### config.mk
export PLATFORM = sky130hd
export DESIGN_NAME = pq_parity_acc
export DESIGN_NICKNAME = d
export VERILOG_FILES = /design/src/rtl/pq_acc_pkg.sv /design/src/rtl/pq_gf_mul.sv /design/src/rtl/pq_coef_bank.sv /design/src/rtl/pq_parity_acc.sv
export SDC_FILE = /design/constraint.sdc
export NUM_CORES = 1
export LEC_CHECK = 0
export BUFFER_PORTS_ARGS = -buffer_cell sky130_fd_sc_hd__buf_2
export CAP_MARGIN = 10
export CORE_UTILIZATION = 50
export CTS_CLUSTER_SIZE = 14
export DETAILED_ROUTE_END_ITERATION = 6
export PLACE_DENSITY = 0.67
export SLEW_MARGIN = 30
export SYNTH_ARGS = -nofsm -noshare
export SYNTH_HDL_FRONTEND = slang
export SYNTH_SLANG_ARGS = --single-unit
### constraint.sdc
create_clock -name clk -period 9.5 [get_ports clk]
set_clock_uncertainty 0.05 [all_clocks]
set_input_delay 1.9 -clock clk [delete_from_list [all_inputs] [get_ports clk]]
set_output_delay 1.9 -clock clk [all_outputs]
set_load 0.01 [all_outputs]
### src/rtl/pq_acc_pkg.sv
package pq_acc_pkg;

    typedef logic [7:0] gf_t;

    // Low byte of the field polynomial x^8+x^4+x^3+x^2+1
    localparam gf_t GF_POLY = 8'h1D;

    typedef struct packed {
        gf_t p;
        gf_t q;
    } coef_pair_t;

    localparam coef_pair_t COEF_UNITY = '{p: 8'h01, q: 8'h01};

endpackage

### src/rtl/pq_gf_mul.sv
module pq_gf_mul
    import pq_acc_pkg::*;
(
    input  gf_t a,
    input  gf_t b,
    output gf_t y
);

    // pw[i] = a * x^i reduced; part[i] = sum of selected pw below bit i
    gf_t pw   [8];
    gf_t part [9];

    assign pw[0]   = a;
    assign part[0] = '0;

    genvar i;
    generate
        for (i = 0; i < 7; i++) begin : g_pow
            assign pw[i+1] = {pw[i][6:0], 1'b0} ^ (pw[i][7] ? GF_POLY : 8'h00);
        end
        for (i = 0; i < 8; i++) begin : g_sum
            assign part[i+1] = part[i] ^ (b[i] ? pw[i] : 8'h00);
        end
    endgenerate

    assign y = part[8];

endmodule

### src/rtl/pq_coef_bank.sv
module pq_coef_bank
    import pq_acc_pkg::*;
#(
    parameter int NUM_DATA = 16,
    parameter int SLOT_W   = 4,
    parameter int IDX_W    = 5
) (
    input  logic              clk,
    input  logic              rst_n,
    input  logic              wr_en,
    input  logic [SLOT_W-1:0] wr_slot,
    input  coef_pair_t        wr_pair,
    input  logic [IDX_W-1:0]  rd_idx,
    input  logic [IDX_W-1:0]  data_last,
    input  logic [IDX_W-1:0]  cont_last,
    output coef_pair_t        rd_pair
);

    coef_pair_t slot_q [NUM_DATA];
    coef_pair_t slot_d [NUM_DATA];

    always_comb begin
        for (int s = 0; s < NUM_DATA; s++) begin
            slot_d[s] = slot_q[s];
        end
        if (wr_en && (32'(wr_slot) < NUM_DATA)) begin
            slot_d[wr_slot] = wr_pair;
        end
    end

    always_ff @(posedge clk) begin
        if (!rst_n) begin
            for (int s = 0; s < NUM_DATA; s++) begin
                slot_q[s] <= COEF_UNITY;
            end
        end else begin
            for (int s = 0; s < NUM_DATA; s++) begin
                slot_q[s] <= slot_d[s];
            end
        end
    end

    // Data indices read the slots; the folded-back beats use fixed weights
    always_comb begin
        if (rd_idx <= data_last) begin
            rd_pair = slot_q[rd_idx[SLOT_W-1:0]];
        end else begin
            rd_pair.p = 8'h01;
            rd_pair.q = (rd_idx == cont_last) ? 8'h01 : 8'h00;
        end
    end

endmodule

### src/rtl/pq_parity_acc.sv
module pq_parity_acc
    import pq_acc_pkg::*;
#(
    parameter int NUM_DATA = 16,
    parameter int MAX_LEN  = 1048576,
    localparam int NUM_CONT = 3,
    localparam int NUM_IDX  = NUM_DATA + NUM_CONT,
    localparam int SLOT_W   = $clog2(NUM_DATA),
    localparam int IDX_W    = $clog2(NUM_IDX),
    localparam int LEN_W    = $clog2(MAX_LEN) + 1
) (
    input  logic              clk,
    input  logic              rst_n,
    input  logic              cfg_we,
    input  logic [SLOT_W-1:0] cfg_slot,
    input  logic [7:0]        cfg_pcoef,
    input  logic [7:0]        cfg_qcoef,
    input  logic              op_start,
    input  logic [SLOT_W-1:0] op_srcs_m1,
    input  logic              op_cont,
    input  logic [LEN_W-1:0]  op_len,
    output logic              op_busy,
    output logic              op_reject,
    input  logic              in_valid,
    input  logic [IDX_W-1:0]  in_idx,
    input  logic [7:0]        in_byte,
    output logic              out_valid,
    output logic [7:0]        out_p,
    output logic [7:0]        out_q,
    output logic              out_last
);

    localparam logic [LEN_W-1:0] LEN_LIMIT = LEN_W'(MAX_LEN);
    localparam logic [IDX_W-1:0] CONT_EXTRA = IDX_W'(NUM_CONT);

    typedef struct packed {
        logic             busy;
        logic [IDX_W-1:0] data_last;
        logic [IDX_W-1:0] beat_last;
        logic [LEN_W-1:0] pos_left;
        gf_t              acc_p;
        gf_t              acc_q;
        logic             reject;
        logic             res_valid;
        gf_t              res_p;
        gf_t              res_q;
        logic             res_last;
    } state_t;

    state_t     s_q, s_d;
    coef_pair_t coef;
    gf_t        term_p, term_q;

    pq_coef_bank #(
        .NUM_DATA (NUM_DATA),
        .SLOT_W   (SLOT_W),
        .IDX_W    (IDX_W)
    ) u_bank (
        .clk       (clk),
        .rst_n     (rst_n),
        .wr_en     (cfg_we),
        .wr_slot   (cfg_slot),
        .wr_pair   ('{p: cfg_pcoef, q: cfg_qcoef}),
        .rd_idx    (in_idx),
        .data_last (s_q.data_last),
        .cont_last (s_q.beat_last),
        .rd_pair   (coef)
    );

    pq_gf_mul u_mul_p (.a(in_byte), .b(coef.p), .y(term_p));
    pq_gf_mul u_mul_q (.a(in_byte), .b(coef.q), .y(term_q));

    logic beat_take;
    logic bad_start;
    gf_t  sum_p, sum_q;

    always_comb begin
        s_d           = s_q;
        s_d.reject    = 1'b0;
        s_d.res_valid = 1'b0;
        s_d.res_last  = 1'b0;

        bad_start = (op_srcs_m1 == '0) || (op_len == '0) || (op_len > LEN_LIMIT);
        if (!s_q.busy && op_start) begin
            if (bad_start) begin
                s_d.reject = 1'b1;
            end else begin
                s_d.busy      = 1'b1;
                s_d.data_last = IDX_W'(op_srcs_m1);
                s_d.beat_last = IDX_W'(op_srcs_m1) + (op_cont ? CONT_EXTRA : '0);
                s_d.pos_left  = op_len;
            end
        end

        beat_take = s_q.busy && in_valid && (in_idx <= s_q.beat_last);
        sum_p = ((in_idx == '0) ? 8'h00 : s_q.acc_p) ^ term_p;
        sum_q = ((in_idx == '0) ? 8'h00 : s_q.acc_q) ^ term_q;

        if (beat_take) begin
            s_d.acc_p = sum_p;
            s_d.acc_q = sum_q;
            if (in_idx == s_q.beat_last) begin
                s_d.res_valid = 1'b1;
                s_d.res_p     = sum_p;
                s_d.res_q     = sum_q;
                s_d.pos_left  = s_q.pos_left - 1'b1;
                if (s_q.pos_left == LEN_W'(1)) begin
                    s_d.busy     = 1'b0;
                    s_d.res_last = 1'b1;
                end
            end
        end
    end

    always_ff @(posedge clk) begin
        if (!rst_n) begin
            s_q <= '0;
        end else begin
            s_q <= s_d;
        end
    end

    assign op_busy   = s_q.busy;
    assign op_reject = s_q.reject;
    assign out_valid = s_q.res_valid;
    assign out_p     = s_q.res_p;
    assign out_q     = s_q.res_q;
    assign out_last  = s_q.res_last;

endmodule

==> results.rst, run 1 <==
.. list-table::
   :header-rows: 1

   * - Metric
     - Value
   * - Cell Rows
     - 66
   * - Endpoint required time on the critical path
     - 9.90 ns
   * - Placed cell count
     - between 2000 and 2500
   * - Worst path cell trace
     - buf_2, buf_4, or2_1, o221ai_1, a21oi_1, nor2_4, mux2i_1, nor4_2, xnor2_1, mux2_4, or4b_1, o211ai_1
   * - DRC
     - 0
   * - Final number of hold-violating endpoints
     - 0
   * - Slew of the pin with the lowest slew margin
     - around 1.1 ns
   * - Clock net sink count
     - 322
   * - Drt via density
     - 5.951
   * - Total number of cells along the worst setup path
     - 12
   * - Worst Hold End
     - u_bank.slot_q[14][7]$_SDFFE_PN0P_
   * - Largest voltage drop on the vdd net
     - 136.1 µV
   * - Fraction of post-synthesis cell area in the top cell type by area
     - 38.14%
   * - Post-layout nets
     - about 2100
   * - Number of CTS-inserted buffers
     - 36
   * - Number of ports placed on the die boundary
     - 84
   * - Proportion of total power due to net switching
     - 27.16%
   * - Cells on worst reg2reg path
     - 12
   * - Power per standard cell area
     - 170.8 nW/µm²
   * - Synth Warn #
     - 0
   * - Leakage power summed over all cells
     - 6.465 nW
   * - Clock input transition at the sequential cells of the worst setup and hold paths
     - 0.06 ns
   * - Final weighted congestion in routability-driven placement
     - 0.9229
   * - Mapped Nets
     - ~2200
   * - Top_reg_cell synth
     - sky130_fd_sc_hd__dfxtp_1
   * - Slowest cell on the critical path
     - sky130_fd_sc_hd__a21oi_1
   * - Fillers
     - 3104
   * - Min-Delay Path Class
     - reg2reg
   * - CP Launch Type
     - input pin
   * - Leading cell types in the layout, fill and taps excluded
     - sky130_fd_sc_hd__nand2_1 (665), sky130_fd_sc_hd__dfxtp_1 (322), sky130_fd_sc_hd__a21oi_1 (268)
   * - Initial antenna violation count
     - 2
   * - Count of state elements after synthesis
     - 322
   * - Slowest stage delay, CP
     - between 0.5 and 0.6 ns
   * - Post-CTS Hold Buffers
     - 0
   * - Hold_sp
     - u_bank.slot_q[14][7]$_SDFFE_PN0P_
   * - Crit path DAT
     - 5.82 ns
   * - Per-cell routed wire length
     - 20.64 µm
   * - Leftover overflow at the end of global routing
     - 0
   * - Period utilization
     - 57.10%
   * - Final standard cell area without fillers
     - 18400 µm²
   * - Netlist Area Pre-Place
     - 16900 µm²
   * - Synth async-reset ratio
     - 0%
   * - Sequential group share of total power
     - 44.2%
   * - Worst hold stages
     - 2
   * - Count of different cell masters after synthesis
     - 80
   * - Placed cell areas
     - 17240 µm²
   * - Post-route minimum period
     - 5.424 ns
   * - Maximum buffer depth of the clock tree
     - 3
   * - Post-Route WL
     - roughly 52000 µm
   * - Final Instance Count excl. Fillers
     - 2524
   * - Max Clock Freq
     - 184.4 MHz
   * - Launching point of the worst reg2reg path
     - s_q[62]$_SDFFE_PN0P_
   * - Maximum fanout count along the critical path
     - 30
   * - Clock insertion delay at the later pin of the skew report
     - 0.54 ns
   * - Count of flip-flops with a built-in enable after synthesis
     - 0
   * - Vias
     - 15020
   * - Number of pins exceeding their max-slew limit in the final report
     - 0
   * - Synth Instances
     - 2108
   * - Initial detailed-routing violation count
     - 1473
   * - Category of the worst setup path capture point
     - flip-flop
   * - Finish-stage setup viols
     - 0
   * - Via count of the first global-routing pass
     - 14210
   * - TritonCTS clock tree
     - built
   * - GR Util All Layers
     - between 30% and 40%
   * - Int Power
     - between 2 and 2.5 mW
   * - Setup repair after global routing missed its margin
     - false
   * - Result of the run
     - completed
   * - WS Path Type
     - in2reg
   * - Maximum number of pins on one net before global-route repair
     - 159
   * - Hpwl dp
     - 32420 µm
   * - Switching power
     - 853.1 µW
   * - Total Neg Setup Slack
     - 0 ns
   * - P&R area growth vs syn
     - 8.870%
   * - Most common cell after layout, fill and taps aside
     - sky130_fd_sc_hd__nand2_1
   * - Proportion of power drawn by combinational gates
     - 12.7%
   * - CTS root buffer
     - sky130_fd_sc_hd__clkbuf_16
   * - Count of cells resized by post-cts repair
     - 0
   * - Syn Area/Cell
     - 8.017 µm²
   * - R2r setup slk
     - 6.08 ns
   * - Number of buffers and inverters on the critical path
     - 2
   * - Family with the most delay on the worst path
     - simple AND/OR/NAND/NOR gates
   * - Global-route wire length before repair
     - 80650 µm
   * - Endpoint of the lowest-slack register-to-register path
     - s_q[25]$_SDFFE_PN0P_
   * - Die height
     - about 190 µm
   * - Share of cells above drive strength 1
     - 12.26%
   * - Synth top area cells
     - sky130_fd_sc_hd__dfxtp_1 (38%), sky130_fd_sc_hd__nand2_1 (15%), sky130_fd_sc_hd__a21oi_1 (7.9%)
   * - Relative slew slack
     - 28.36%
   * - Core area
     - ~33000 µm²
   * - Max-cap violations
     - 0
   * - Count of buffers added by post-CTS timing repair for setup
     - 0
   * - Htree depth
     - 2
   * - Worst Slack Setup Final
     - just over 4 ns
   * - Remaining antenna violation count after routing
     - 0
   * - DRT Pass-1 Iters
     - 7
   * - Setup WS pre-CTS
     - ~3.4 ns
   * - Die Wd
     - 185.8 µm
   * - Worst hold margin
     - 0.4010 ns
   * - Area of the die
     - roughly 35000 µm²
   * - Count of input and output buffers
     - 83
   * - Initial Utilization
     - 51.42%
   * - Clock network power share
     - 43.1%
   * - Post-synthesis cell type with the largest combined area
     - sky130_fd_sc_hd__dfxtp_1
   * - Proportion of synthesized chip area in sequential cells
     - 38.14%
[layer usage]
metal / up-vias / share of wire (%) / wire, µm / track usage, %
li1: 7064 / - / - / -
met1: 7179 / 41 / 21490 / 39.00
met2: 638 / 47 / 24540 / 50.78
met3: 139 / 7.4 / 3872 / 4.422
met4: 0 / 4.2 / 2188 / 12.66
met5: - / 0 / 0 / 0
[sequential cells by signal, indices dropped and copies added, names as in the netlist]
name           flops
u_bank.slot_q    256
s_q               46
out_p              8
out_q              8
op_busy            1
op_reject          1
out_last           1
out_valid          1
[worst min-delay path, delay by kind of cell, from the launching register on]
kind | cells | cell delay (ns)
AO/OA/AOI/OAI | 1 | 0.05
flip-flops | 1 | 0.30
AND/OR/NAND/NOR | 1 | 0.05
[layout make-up]
class / count / area (µm²) / share of cell area [%]
Antenna cell: 2 / 5.005 / 0.02720
Inverter: 26 / 105.1 / 0.5712
Sequential cell: 322 / 6446 / 35.04
Multi-Input combinational cell: 1566 / 9570 / 52.02
Clock inverter: 12 / 121.4 / 0.6596
Timing Repair Buffer: 103 / 590.6 / 3.210
Tap cell: 442 / 553.0 / 3.006
Clock buffer: 51 / 1007 / 5.474
[power groups by stage]
stage               Sequential (mW)  Combinational [mW]  Clock [mW]
floorplan                      1.41               0.293           0
global placement               1.42               0.382           0
detailed placement             1.42               0.390           0
CTS                            1.39               0.392        1.36
global route                   1.39               0.432        1.42
finish                         1.39               0.400        1.35
[worst max path at each step]
stage,start,to
2_1_floorplan,in_idx[0],out_q[0]$_SDFFE_PN0P_
3_3_place_gp,in_idx[0],s_q[29]$_SDFFE_PN0P_
3_5_place_dp,in_idx[0],s_q[29]$_SDFFE_PN0P_
4_1_cts,in_idx[0],s_q[29]$_SDFFE_PN0P_
5_1_grt,in_idx[1],s_q[29]$_SDFFE_PN0P_
6_report,in_idx[1],s_q[29]$_SDFFE_PN0P_
[logic make-up (layout without fill, tap and decap cells)]
| group | Yosys count | count (layout) | synth area share [%] |
|---|---|---|---|
| buffers and inverters | 220 | 192 | 6.093 |
| and+or+nand+nor | 920 | 920 | 22.88 |
| muxes | 95 | 95 | 10.34 |
| DFF | 322 | 322 | 38.14 |
| xor gates and xnor gates | 129 | 129 | 7.433 |
| AOI/OAI and AO/OA | 408 | 408 | 14.02 |
| adders and majority gates | 14 | 14 | 1.081 |
| other | 0 | 2 | 0 |
[metrics by stage]
| step | power (mW) | utilization, % |
|---|---|---|
| floorplan | 1.707 | - |
| global placement | 1.799 | 52.19 |
| detailed placement | 1.808 | 52.44 |
| CTS | 3.143 | 55.88 |
| global route | 3.245 | 55.97 |
| finish | 3.142 | 55.98 |
[synthesized netlist by cell type (4+ instances only)]
library cell	n
sky130_fd_sc_hd__nand2_1	665
sky130_fd_sc_hd__mux4_2	51
sky130_fd_sc_hd__o21ai_1	9
sky130_fd_sc_hd__nor3_1	29
sky130_fd_sc_hd__nor2_1	60
sky130_fd_sc_hd__a22oi_1	8
sky130_fd_sc_hd__nor3b_1	6
sky130_fd_sc_hd__xnor3_1	7
sky130_fd_sc_hd__o211ai_1	6
sky130_fd_sc_hd__o21a_1	4
sky130_fd_sc_hd__o311ai_0	6
sky130_fd_sc_hd__xor2_1	29
sky130_fd_sc_hd__ha_1	13
sky130_fd_sc_hd__or3_1	12
sky130_fd_sc_hd__a211oi_1	12
sky130_fd_sc_hd__buf_2	11
sky130_fd_sc_hd__clkbuf_1	148
sky130_fd_sc_hd__buf_6	10
sky130_fd_sc_hd__inv_1	25
sky130_fd_sc_hd__nor2b_1	6
sky130_fd_sc_hd__buf_4	19
sky130_fd_sc_hd__and2_1	5
sky130_fd_sc_hd__xnor2_1	91
sky130_fd_sc_hd__o22ai_1	16
sky130_fd_sc_hd__mux2i_1	30
sky130_fd_sc_hd__a21oi_1	268
sky130_fd_sc_hd__nand3_1	73
sky130_fd_sc_hd__nand4_1	7
sky130_fd_sc_hd__o221ai_1	10
sky130_fd_sc_hd__mux4_1	9
sky130_fd_sc_hd__and3_1	18
sky130_fd_sc_hd__a221oi_1	9
sky130_fd_sc_hd__o21ai_0	31
sky130_fd_sc_hd__dfxtp_1	322
sky130_fd_sc_hd__nor4_1	8
sky130_fd_sc_hd__nand2b_1	12
(Power assumes the default switching activity.)
==> inputs of run 2 (changes only) <==
clock period = 5.12 ns   (was 9.5 ns; I/O delays follow)
==> run 2 against run 1 <==
Power grew 92%. Core utilization up 0.70 points. Clock power rose by 99%. Die area did not move. Non-clock buffer count up 15. Sequential power grew 86%. Count of clock-buffer cells in the layout is 1 higher. Cell count up 0.59%. Critical endpoint unchanged. Highest routed layer unchanged.
==> results.rst, run 2 (same netlist as run 1, synthesis figures left out) <==
.. list-table::
   :header-rows: 1

   * - Metric
     - Value
   * - Proportion of total power due to net switching
     - 26.32% (was 27.16%)
   * - Count of buffers added by post-CTS timing repair for setup
     - 0 (unchanged)
   * - Leading cell types in the layout, fill and taps excluded
     - sky130_fd_sc_hd__nand2_1 (665), sky130_fd_sc_hd__dfxtp_1 (322), sky130_fd_sc_hd__a21oi_1 (268) (unchanged)
   * - Finish-stage setup viols
     - 0 (unchanged)
   * - Global-route wire length before repair
     - 81050 µm (was 80650 µm)
   * - Most common cell after layout, fill and taps aside
     - sky130_fd_sc_hd__nand2_1 (unchanged)
   * - Area of the multi-input gates
     - 9559 µm² (was 9570 µm²)
   * - Post-route minimum period
     - 4.180 ns
   * - P&R area growth vs syn
     - 10.22% (was 8.870%)
   * - Top register by number of flip-flops
     - u_bank.slot_q (unchanged)
   * - Int Power
     - 4.439 mW (was 2.289 mW)
   * - Placed cell count
     - 2474 (was 2459)
   * - WS Path Type
     - in2reg (unchanged)
   * - CTS root buffer
     - sky130_fd_sc_hd__clkbuf_16 (unchanged)
   * - Vias
     - 15200 (was 15020)
   * - Final weighted congestion in routability-driven placement
     - 0.9423 (was 0.9229)
   * - Relative slew slack
     - 28.18% (was 28.36%)
   * - Hpwl dp
     - 33770 µm (was 32420 µm)
   * - Leftover overflow at the end of global routing
     - 0 (unchanged)
   * - Clock input transition at the sequential cells of the worst setup and hold paths
     - 0.06 ns (about the same)
   * - Number of ports placed on the die boundary
     - 84 (unchanged)
   * - Family with the most delay on the worst path
     - simple AND/OR/NAND/NOR gates (unchanged)
   * - Drt via density
     - 5.985 (was 5.951)
   * - GR Util All Layers
     - 30.54% (was 30.34%)
   * - Cells on worst reg2reg path
     - 10 (was 12)
   * - Sequential group share of total power
     - 42.8% (was 44.2%)
   * - Final standard cell area without fillers
     - 18630 µm² (was 18400 µm²)
   * - Category of the worst setup path capture point
     - flip-flop (unchanged)
   * - Period utilization
     - 81.65%
   * - Number of CTS-inserted buffers
     - 36 (unchanged)
   * - Initial detailed-routing violation count
     - 1544 (was 1473)
   * - Clock network power share
     - 44.6% (was 43.1%)
   * - Fillers
     - 3054 (was 3104)
   * - Endpoint required time on the critical path
     - 5.51 ns (was 9.90 ns)
   * - Flip-flop count of the largest register, all copies and words added
     - 256 (unchanged)
   * - Launching point of the worst reg2reg path
     - u_bank.slot_q[3][15]$_SDFFE_PN0P_ (was s_q[62]$_SDFFE_PN0P_)
   * - Crit path DAT
     - 4.58 ns (was 5.82 ns)
   * - Worst path cell trace
     - buf_2, or2_1, o221ai_1, a21oi_1, nor2_4, mux2i_1, nor4_2, xnor2_1, mux2_4, or4b_1, o211ai_1 (was buf_2, buf_4, or2_1, o221ai_1, a21oi_1, nor2_4, mux2i_1, nor4_2, xnor2_1, mux2_4, or4b_1, o211ai_1)
   * - Die Wd
     - 185.8 µm (unchanged)
   * - Clock net sink count
     - 322 (unchanged)
   * - Clock insertion delay at the later pin of the skew report
     - 0.53 ns (was 0.54 ns)
   * - DRT Pass-1 Iters
     - 6 (was 7)
   * - Core area
     - 32870 µm² (unchanged)
   * - Initial antenna violation count
     - 2 (unchanged)
   * - Setup repair after global routing missed its margin
     - false (unchanged)
   * - Worst hold stages
     - 2 (unchanged)
   * - Final number of hold-violating endpoints
     - 0 (unchanged)
   * - Largest voltage drop on the vdd net
     - 261.7 µV (was 136.1 µV)
   * - Result of the run
     - completed (unchanged)
   * - Post-CTS Hold Buffers
     - 0 (unchanged)
   * - Area of the die
     - 34540 µm² (unchanged)
   * - Min-Delay Path Class
     - reg2reg (unchanged)
   * - Placed cell areas
     - 17380 µm² (was 17240 µm²)
   * - Slew of the pin with the lowest slew margin
     - 1.077 ns (was 1.075 ns)
   * - Number of buffers and inverters on the critical path
     - 1 (was 2)
   * - Slowest cell on the critical path
     - sky130_fd_sc_hd__buf_2 (was sky130_fd_sc_hd__a21oi_1)
   * - Proportion of power drawn by combinational gates
     - 12.6% (was 12.7%)
   * - Top flop regs
     - u_bank.slot_q: 256 flops, s_q: 46 flops (unchanged)
   * - R2r setup slk
     - 1.82 ns (was 6.08 ns)
   * - Power per standard cell area
     - 323.4 nW/µm² (was 170.8 nW/µm²)
   * - Number of pins exceeding their max-slew limit in the final report
     - 0 (unchanged)
   * - Endpoint of the lowest-slack register-to-register path
     - s_q[29]$_SDFFE_PN0P_ (was s_q[25]$_SDFFE_PN0P_)
   * - Htree depth
     - 2 (unchanged)
   * - Max-cap violations
     - 0 (unchanged)
   * - Via count of the first global-routing pass
     - 14310 (was 14210)
   * - Leakage power summed over all cells
     - 6.589 nW (was 6.465 nW)
   * - Switching power
     - 1.586 mW (was 853.1 µW)
   * - Final Instance Count excl. Fillers
     - 2539 (was 2524)
   * - Remaining antenna violation count after routing
     - 0 (unchanged)
   * - Initial Utilization
     - 51.42% (unchanged)
   * - Maximum number of pins on one net before global-route repair
     - 99 (was 159)
   * - Maximum buffer depth of the clock tree
     - 3 (unchanged)
   * - Count of input and output buffers
     - 83 (unchanged)
   * - Max Clock Freq
     - roughly 240 MHz
   * - Reg area
     - 6446 µm² (unchanged)
   * - Share of cells above drive strength 1
     - 12.84% (was 12.26%)
   * - CP Launch Type
     - input pin (unchanged)
   * - Die height
     - 185.8 µm (unchanged)
   * - Hold_sp
     - u_bank.slot_q[10][5]$_SDFFE_PN0P_ (was u_bank.slot_q[14][7]$_SDFFE_PN0P_)
   * - Post-Route WL
     - 52530 µm (was 52090 µm)
   * - Post-layout nets
     - 2148 (was 2133)
   * - Count of cells resized by post-cts repair
     - 0 (unchanged)
   * - TritonCTS clock tree
     - built (unchanged)
   * - Per-cell routed wire length
     - 20.69 µm (was 20.64 µm)
   * - DRC
     - 0 (unchanged)
   * - Slowest stage delay, CP
     - 0.56 ns (was 0.57 ns)
   * - Worst Hold End
     - u_bank.slot_q[10][5]$_SDFFE_PN0P_ (was u_bank.slot_q[14][7]$_SDFFE_PN0P_)
   * - Cell Rows
     - 66 (unchanged)
   * - Maximum fanout count along the critical path
     - 24 (was 30)
   * - Total Neg Setup Slack
     - 0 ns (unchanged)
-- run 2: cell count changes in the layout (fill, tap and decap cells not counted), sizes merged --
cell	change
buf	+15
bufinv	+2
clkbuf	+1
clkinvlp	-1
inv	-2
-- run 2: cell type report --
class / count / share of cell area (%)
tap: 442 / 2.969
inverter: 26 / 0.5642
clock buffer: 52 / 5.756
antenna: 2 / 0.02687
timing repair buffer: 118 / 3.869
clock inverter: 11 / 0.8933
multi-input combinational: 1566 / 51.32
sequential: 322 / 34.60
-- run 2: tightest hold or removal path: cells and delay by family, from the launching register on --
kind,cells,cell delay (ns)
compound gates,1,0.05
flops,1,0.30
simple gates,1,0.05
-- run 2: power by group through the flow --
stage               combinational (mW)  sequential [mW]  clock, mW
finish                           0.760             2.58       2.69
global route                     0.819             2.58       2.82
CTS                              0.750             2.58       2.72
floorplan                        0.543             2.62          0
detailed placement               0.746             2.63          0
global placement                 0.735             2.63          0
-- run 2: per-layer routing --
metal	wire length (µm)	global-route usage (%)
met1	21430	38.88
met2	24520	50.57
met3	4164	5.204
met4	2409	13.67
met5	0	0
-- run 2: worst max-delay path by stage --
stage                          from                    end  slack, ns  cells after the start
after floorplan           in_idx[0]  out_q[0]$_SDFFE_PN0P_       1.12                     18
after global placement    in_idx[2]   s_q[31]$_SDFFE_PN0P_       0.53                     12
after detailed placement  in_idx[2]   s_q[31]$_SDFFE_PN0P_       0.44                     12
after CTS                 in_idx[0]   s_q[31]$_SDFFE_PN0P_       0.99                     12
after global routing      in_idx[2]   s_q[31]$_SDFFE_PN0P_       0.69                     12
final                     in_idx[2]   s_q[29]$_SDFFE_PN0P_       0.94                     11
-- run 2: stage by stage --
step / power (mW) / worst slack (ns) / util, % / hold slack, ns
6_report: 6.024 / 0.9398 / 56.68 / 0.4009
5_1_grt: 6.219 / 0.6895 / 56.67 / 0.4210
4_1_cts: 6.041 / 0.9937 / 56.64 / 0.4018
3_5_place_dp: 3.377 / 0.4410 / 52.87 / 0.3935
3_3_place_gp: 3.364 / 0.5318 / 52.61 / 0.3873
2_1_floorplan: 3.167 / 1.124 / - / 0.3815
==> inputs of run 3 (changes only) <==
ABC_AREA = 1   (was not set)
clock period = 4.2 ns   (was 5.12 ns; I/O delays follow)
==> run 3 against run 2 <==
Cell count rose by 36%. Area after synthesis up 8.9%. Sequential cell count did not move. Die area grew 8.8%. Highest routed layer unchanged. Sequential share of layout area down 2.5 points. Non-clock buffer count grew 10. Combinational power up 55%. Register-to-register slack got worse by 0.60 ns.
==> results.rst, run 3 <==
.. list-table::
   :header-rows: 1

   * - Metric
     - Value
   * - CTS root buffer
     - sky130_fd_sc_hd__clkbuf_16 (unchanged)
   * - Final weighted congestion in routability-driven placement
     - 0.9386 (was 0.9423)
   * - Number of pins exceeding their max-slew limit in the final report
     - 0 (unchanged)
   * - Period utilization
     - 73.35%
   * - Die height
     - 193.9 µm (was 185.8 µm)
   * - Post-layout nets
     - 3044 (was 2148)
   * - Core area
     - 35910 µm² (was 32870 µm²)
   * - Die Wd
     - 193.9 µm (was 185.8 µm)
   * - Top register by number of flip-flops
     - u_bank.slot_q (unchanged)
   * - Setup repair after global routing missed its margin
     - false (unchanged)
   * - Count of flip-flops with a built-in enable after synthesis
     - 0 (unchanged)
   * - P&R area growth vs syn
     - 8.930% (was 10.22%)
   * - Fillers
     - 3552 (was 3054)
   * - Placed cell areas
     - 18880 µm² (was 17380 µm²)
   * - Global-route wire length before repair
     - 98440 µm (was 81050 µm)
   * - Total Neg Setup Slack
     - 0 ns (unchanged)
   * - Most common cell after layout, fill and taps aside
     - sky130_fd_sc_hd__nand2_1 (unchanged)
   * - Endpoint required time on the critical path
     - 4.61 ns (was 5.51 ns)
   * - Top flop regs
     - u_bank.slot_q: 256 flops, s_q: 46 flops (unchanged)
   * - Result of the run
     - completed (unchanged)
   * - Post-synthesis cell type with the largest combined area
     - sky130_fd_sc_hd__dfxtp_1 (unchanged)
   * - Count of buffers added by post-CTS timing repair for setup
     - 0 (unchanged)
   * - WS Path Type
     - in2reg (unchanged)
   * - Synth top area cells
     - sky130_fd_sc_hd__dfxtp_1 (35%), sky130_fd_sc_hd__nand2_1 (15%), sky130_fd_sc_hd__nor2_1 (12%) (was sky130_fd_sc_hd__dfxtp_1 (38%), sky130_fd_sc_hd__nand2_1 (15%), sky130_fd_sc_hd__a21oi_1 (7.9%))
   * - Relative slew slack
     - 30.63% (was 28.18%)
   * - Leading cell types in the layout, fill and taps excluded
     - sky130_fd_sc_hd__nand2_1 (739), sky130_fd_sc_hd__nor2_1 (607), sky130_fd_sc_hd__nand3_1 (328) (was sky130_fd_sc_hd__nand2_1 (665), sky130_fd_sc_hd__dfxtp_1 (322), sky130_fd_sc_hd__a21oi_1 (268))
   * - Source of the critical timing path
     - in_idx[3] (was in_idx[2])
   * - Post-route minimum period
     - 3.081 ns
   * - Vias
     - 19230 (was 15200)
   * - Count of state elements after synthesis
     - 322 (unchanged)
   * - Cell Rows
     - 69 (was 66)
   * - Share of cells above drive strength 1
     - 7.656% (was 12.84%)
   * - Leftover overflow at the end of global routing
     - 0 (unchanged)
   * - Drt via density
     - 5.569 (was 5.985)
   * - DRT Pass-1 Iters
     - 6 (unchanged)
   * - Max-cap violations
     - 0 (unchanged)
   * - Power per standard cell area
     - 376.6 nW/µm² (was 323.4 nW/µm²)
   * - TritonCTS clock tree
     - built (unchanged)
   * - Maximum fanout count along the critical path
     - 14 (was 24)
   * - Top cells by count, synth
     - sky130_fd_sc_hd__nand2_1 (739), sky130_fd_sc_hd__nor2_1 (608), sky130_fd_sc_hd__nand3_1 (328) (was sky130_fd_sc_hd__nand2_1 (665), sky130_fd_sc_hd__dfxtp_1 (322), sky130_fd_sc_hd__a21oi_1 (268))
   * - Post-Route WL
     - 61620 µm (was 52530 µm)
   * - Number of CTS-inserted buffers
     - 38 (was 36)
   * - Top_reg_cell synth
     - sky130_fd_sc_hd__dfxtp_1 (unchanged)
   * - Fraction of post-synthesis cell area in the top cell type by area
     - 35.01% (was 38.14%)
   * - Per-cell routed wire length
     - 17.84 µm (was 20.69 µm)
   * - Most instantiated library cell after synthesis
     - sky130_fd_sc_hd__nand2_1 (unchanged)
   * - Min-Delay Path Class
     - reg2reg (unchanged)
   * - Initial detailed-routing violation count
     - 1848 (was 1544)
   * - Initial Utilization
     - 51.26% (was 51.42%)
   * - Launching point of the worst reg2reg path
     - s_q[63]$_SDFFE_PN0P_ (was u_bank.slot_q[3][15]$_SDFFE_PN0P_)
   * - Flip-flop count of the largest register, all copies and words added
     - 256 (unchanged)
   * - Final standard cell area without fillers
     - 20050 µm² (was 18630 µm²)
   * - Remaining antenna violation count after routing
     - 0 (unchanged)
   * - Area of the multi-input gates
     - 10030 µm² (was 9559 µm²)
   * - Hpwl dp
     - 39570 µm (was 33770 µm)
   * - Mapped Nets
     - 3064 (was 2186)
   * - Netlist Area Pre-Place
     - 18410 µm² (was 16900 µm²)
   * - Count of cells resized by post-cts repair
     - 0 (unchanged)
   * - Number of ports placed on the die boundary
     - 84 (unchanged)
   * - Clock input transition at the sequential cells of the worst setup and hold paths
     - 0.06 ns (about the same)
   * - Placed cell count
     - 3387 (was 2474)
   * - CP Launch Type
     - input pin (unchanged)
   * - Finish-stage setup viols
     - 0 (unchanged)
   * - Synth Instances
     - 2986 (was 2108)
   * - Clock insertion delay at the later pin of the skew report
     - 0.56 ns (was 0.53 ns)
   * - Leakage power summed over all cells
     - 9.814 nW (was 6.589 nW)
   * - Final Instance Count excl. Fillers
     - 3453 (was 2539)
   * - Maximum buffer depth of the clock tree
     - 3 (unchanged)
   * - Initial antenna violation count
     - 1 (was 2)
   * - Count of input and output buffers
     - 83 (unchanged)
   * - Synth async-reset ratio
     - 0% (unchanged)
   * - Via count of the first global-routing pass
     - 17800 (was 14310)
   * - Count of different cell masters after synthesis
     - 43 (was 80)
   * - DRC
     - 0 (unchanged)
   * - Crit path DAT
     - 3.49 ns (was 4.58 ns)
   * - Worst Slack Setup Final
     - 1.119 ns (was 0.9398 ns)
   * - Setup WS pre-CTS
     - 0.6001 ns (was 0.4410 ns)
   * - Largest voltage drop on the vdd net
     - 273.6 µV (was 261.7 µV)
   * - Hold_sp
     - u_bank.slot_q[9][0]$_SDFFE_PN1P_ (was u_bank.slot_q[10][5]$_SDFFE_PN0P_)
   * - Final number of hold-violating endpoints
     - 0 (unchanged)
   * - Synth Warn #
     - 0 (unchanged)
   * - Slew of the pin with the lowest slew margin
     - 1.041 ns (was 1.077 ns)
   * - Area of the die
     - 37590 µm² (was 34540 µm²)
   * - Post-CTS Hold Buffers
     - 0 (unchanged)
   * - Category of the worst setup path capture point
     - flip-flop (unchanged)
   * - Reg area
     - 6446 µm² (unchanged)
   * - Maximum number of pins on one net before global-route repair
     - 246 (was 99)
   * - Htree depth
     - 2 (unchanged)
   * - Proportion of synthesized chip area in sequential cells
     - 35.01% (was 38.14%)
   * - Max Clock Freq
     - 324.6 MHz
   * - Syn Area/Cell
     - 6.165 µm² (was 8.017 µm²)
   * - GR Util All Layers
     - 32.79% (was 30.54%)
   * - Clock net sink count
     - 322 (unchanged)
-- run 3: changes by cell type after synthesis, sizes merged, moves of 18 or more --
cell and change:
nor2 +550, nand3 +277, o21ai +259, a21oi -226, inv +226, nand2 +83
xnor2 -78, mux4 -60, clkbuf -46, nand4 +42, buf +40, mux2i -30
nor3 -21, and3 -18
-- run 3: critical path, stage by stage --
cell,delay [ns]
sky130_fd_sc_hd__buf_2,0.29
sky130_fd_sc_hd__ha_1,0.31
sky130_fd_sc_hd__inv_1,0.06
sky130_fd_sc_hd__nor2_1,0.05
sky130_fd_sc_hd__nand2_1,0.08
sky130_fd_sc_hd__nand3_1,0.09
sky130_fd_sc_hd__nand2_2,0.15
sky130_fd_sc_hd__buf_4,0.27
sky130_fd_sc_hd__nand3_2,0.28
sky130_fd_sc_hd__nor2_1,0.24
sky130_fd_sc_hd__inv_1,0.06
sky130_fd_sc_hd__nand2_1,0.05
sky130_fd_sc_hd__nand2_1,0.07
sky130_fd_sc_hd__nand2_1,0.07
sky130_fd_sc_hd__inv_1,0.03
sky130_fd_sc_hd__nor2_1,0.20
sky130_fd_sc_hd__inv_1,0.06
sky130_fd_sc_hd__nand2_1,0.09
sky130_fd_sc_hd__nand3_1,0.07
sky130_fd_sc_hd__nand2_1,0.09
sky130_fd_sc_hd__inv_1,0.03
-- run 3: path summary, 6_finish.rpt --
path                                                         end  slack, ns  depth (start not counted)
worst min-delay path            u_bank.slot_q[9][0]$_SDFFE_PN1P_       0.40                          2
worst max register to register             out_p[3]$_SDFFE_PN0P_       1.22                         19
worst max-delay path                       out_p[3]$_SDFFE_PN0P_       1.12                         21
worst min register to register  u_bank.slot_q[9][0]$_SDFFE_PN1P_       0.40                          2
-- run 3: logic make-up after synthesis --
family / synth area share [%]
xor gates and xnor gates: 2.086
muxes: 0.05437
DFF: 35.01
buffers and inverters: 10.56
and+or+nand+nor: 40.57
AOI/OAI and AO/OA: 10.72
adders and majority gates: 0.9923
-- run 3: per-layer routing --
layer | part of all wire, % | global-route usage, %
met4 | 2.7 | 11.14
met5 | 0 | 0
met2 | 45 | 53.20
met3 | 7.4 | 4.366
met1 | 45 | 44.81
-- run 3: metrics by stage --
step,power [mW],util (%),hold slack [ns]
after floorplan,4.050,-,0.3745
after global placement,4.375,52.56,0.3869
after detailed placement,4.395,52.56,0.3922
after CTS,7.582,55.83,0.4061
after global routing,7.862,55.84,0.4343
final,7.552,55.84,0.4038
-- run 3: power by group --
part / total [mW] / switching [mW] / internal [mW]
sequential: 3.17 / 0.0420 / 3.13
combinational: 1.18 / 0.842 / 0.339
clock: 3.20 / 1.37 / 1.83
total: 7.55 / 2.25 / 5.30
-- run 3: final cells by class --
type	count	share of cell area (%)
inverter	259	4.860
clock inverter	10	0.5553
timing repair buffer	128	4.236
multi-input combinational	2217	50.01
clock buffer	55	5.309
tap	461	2.876
antenna	1	0.01248
sequential	322	32.14
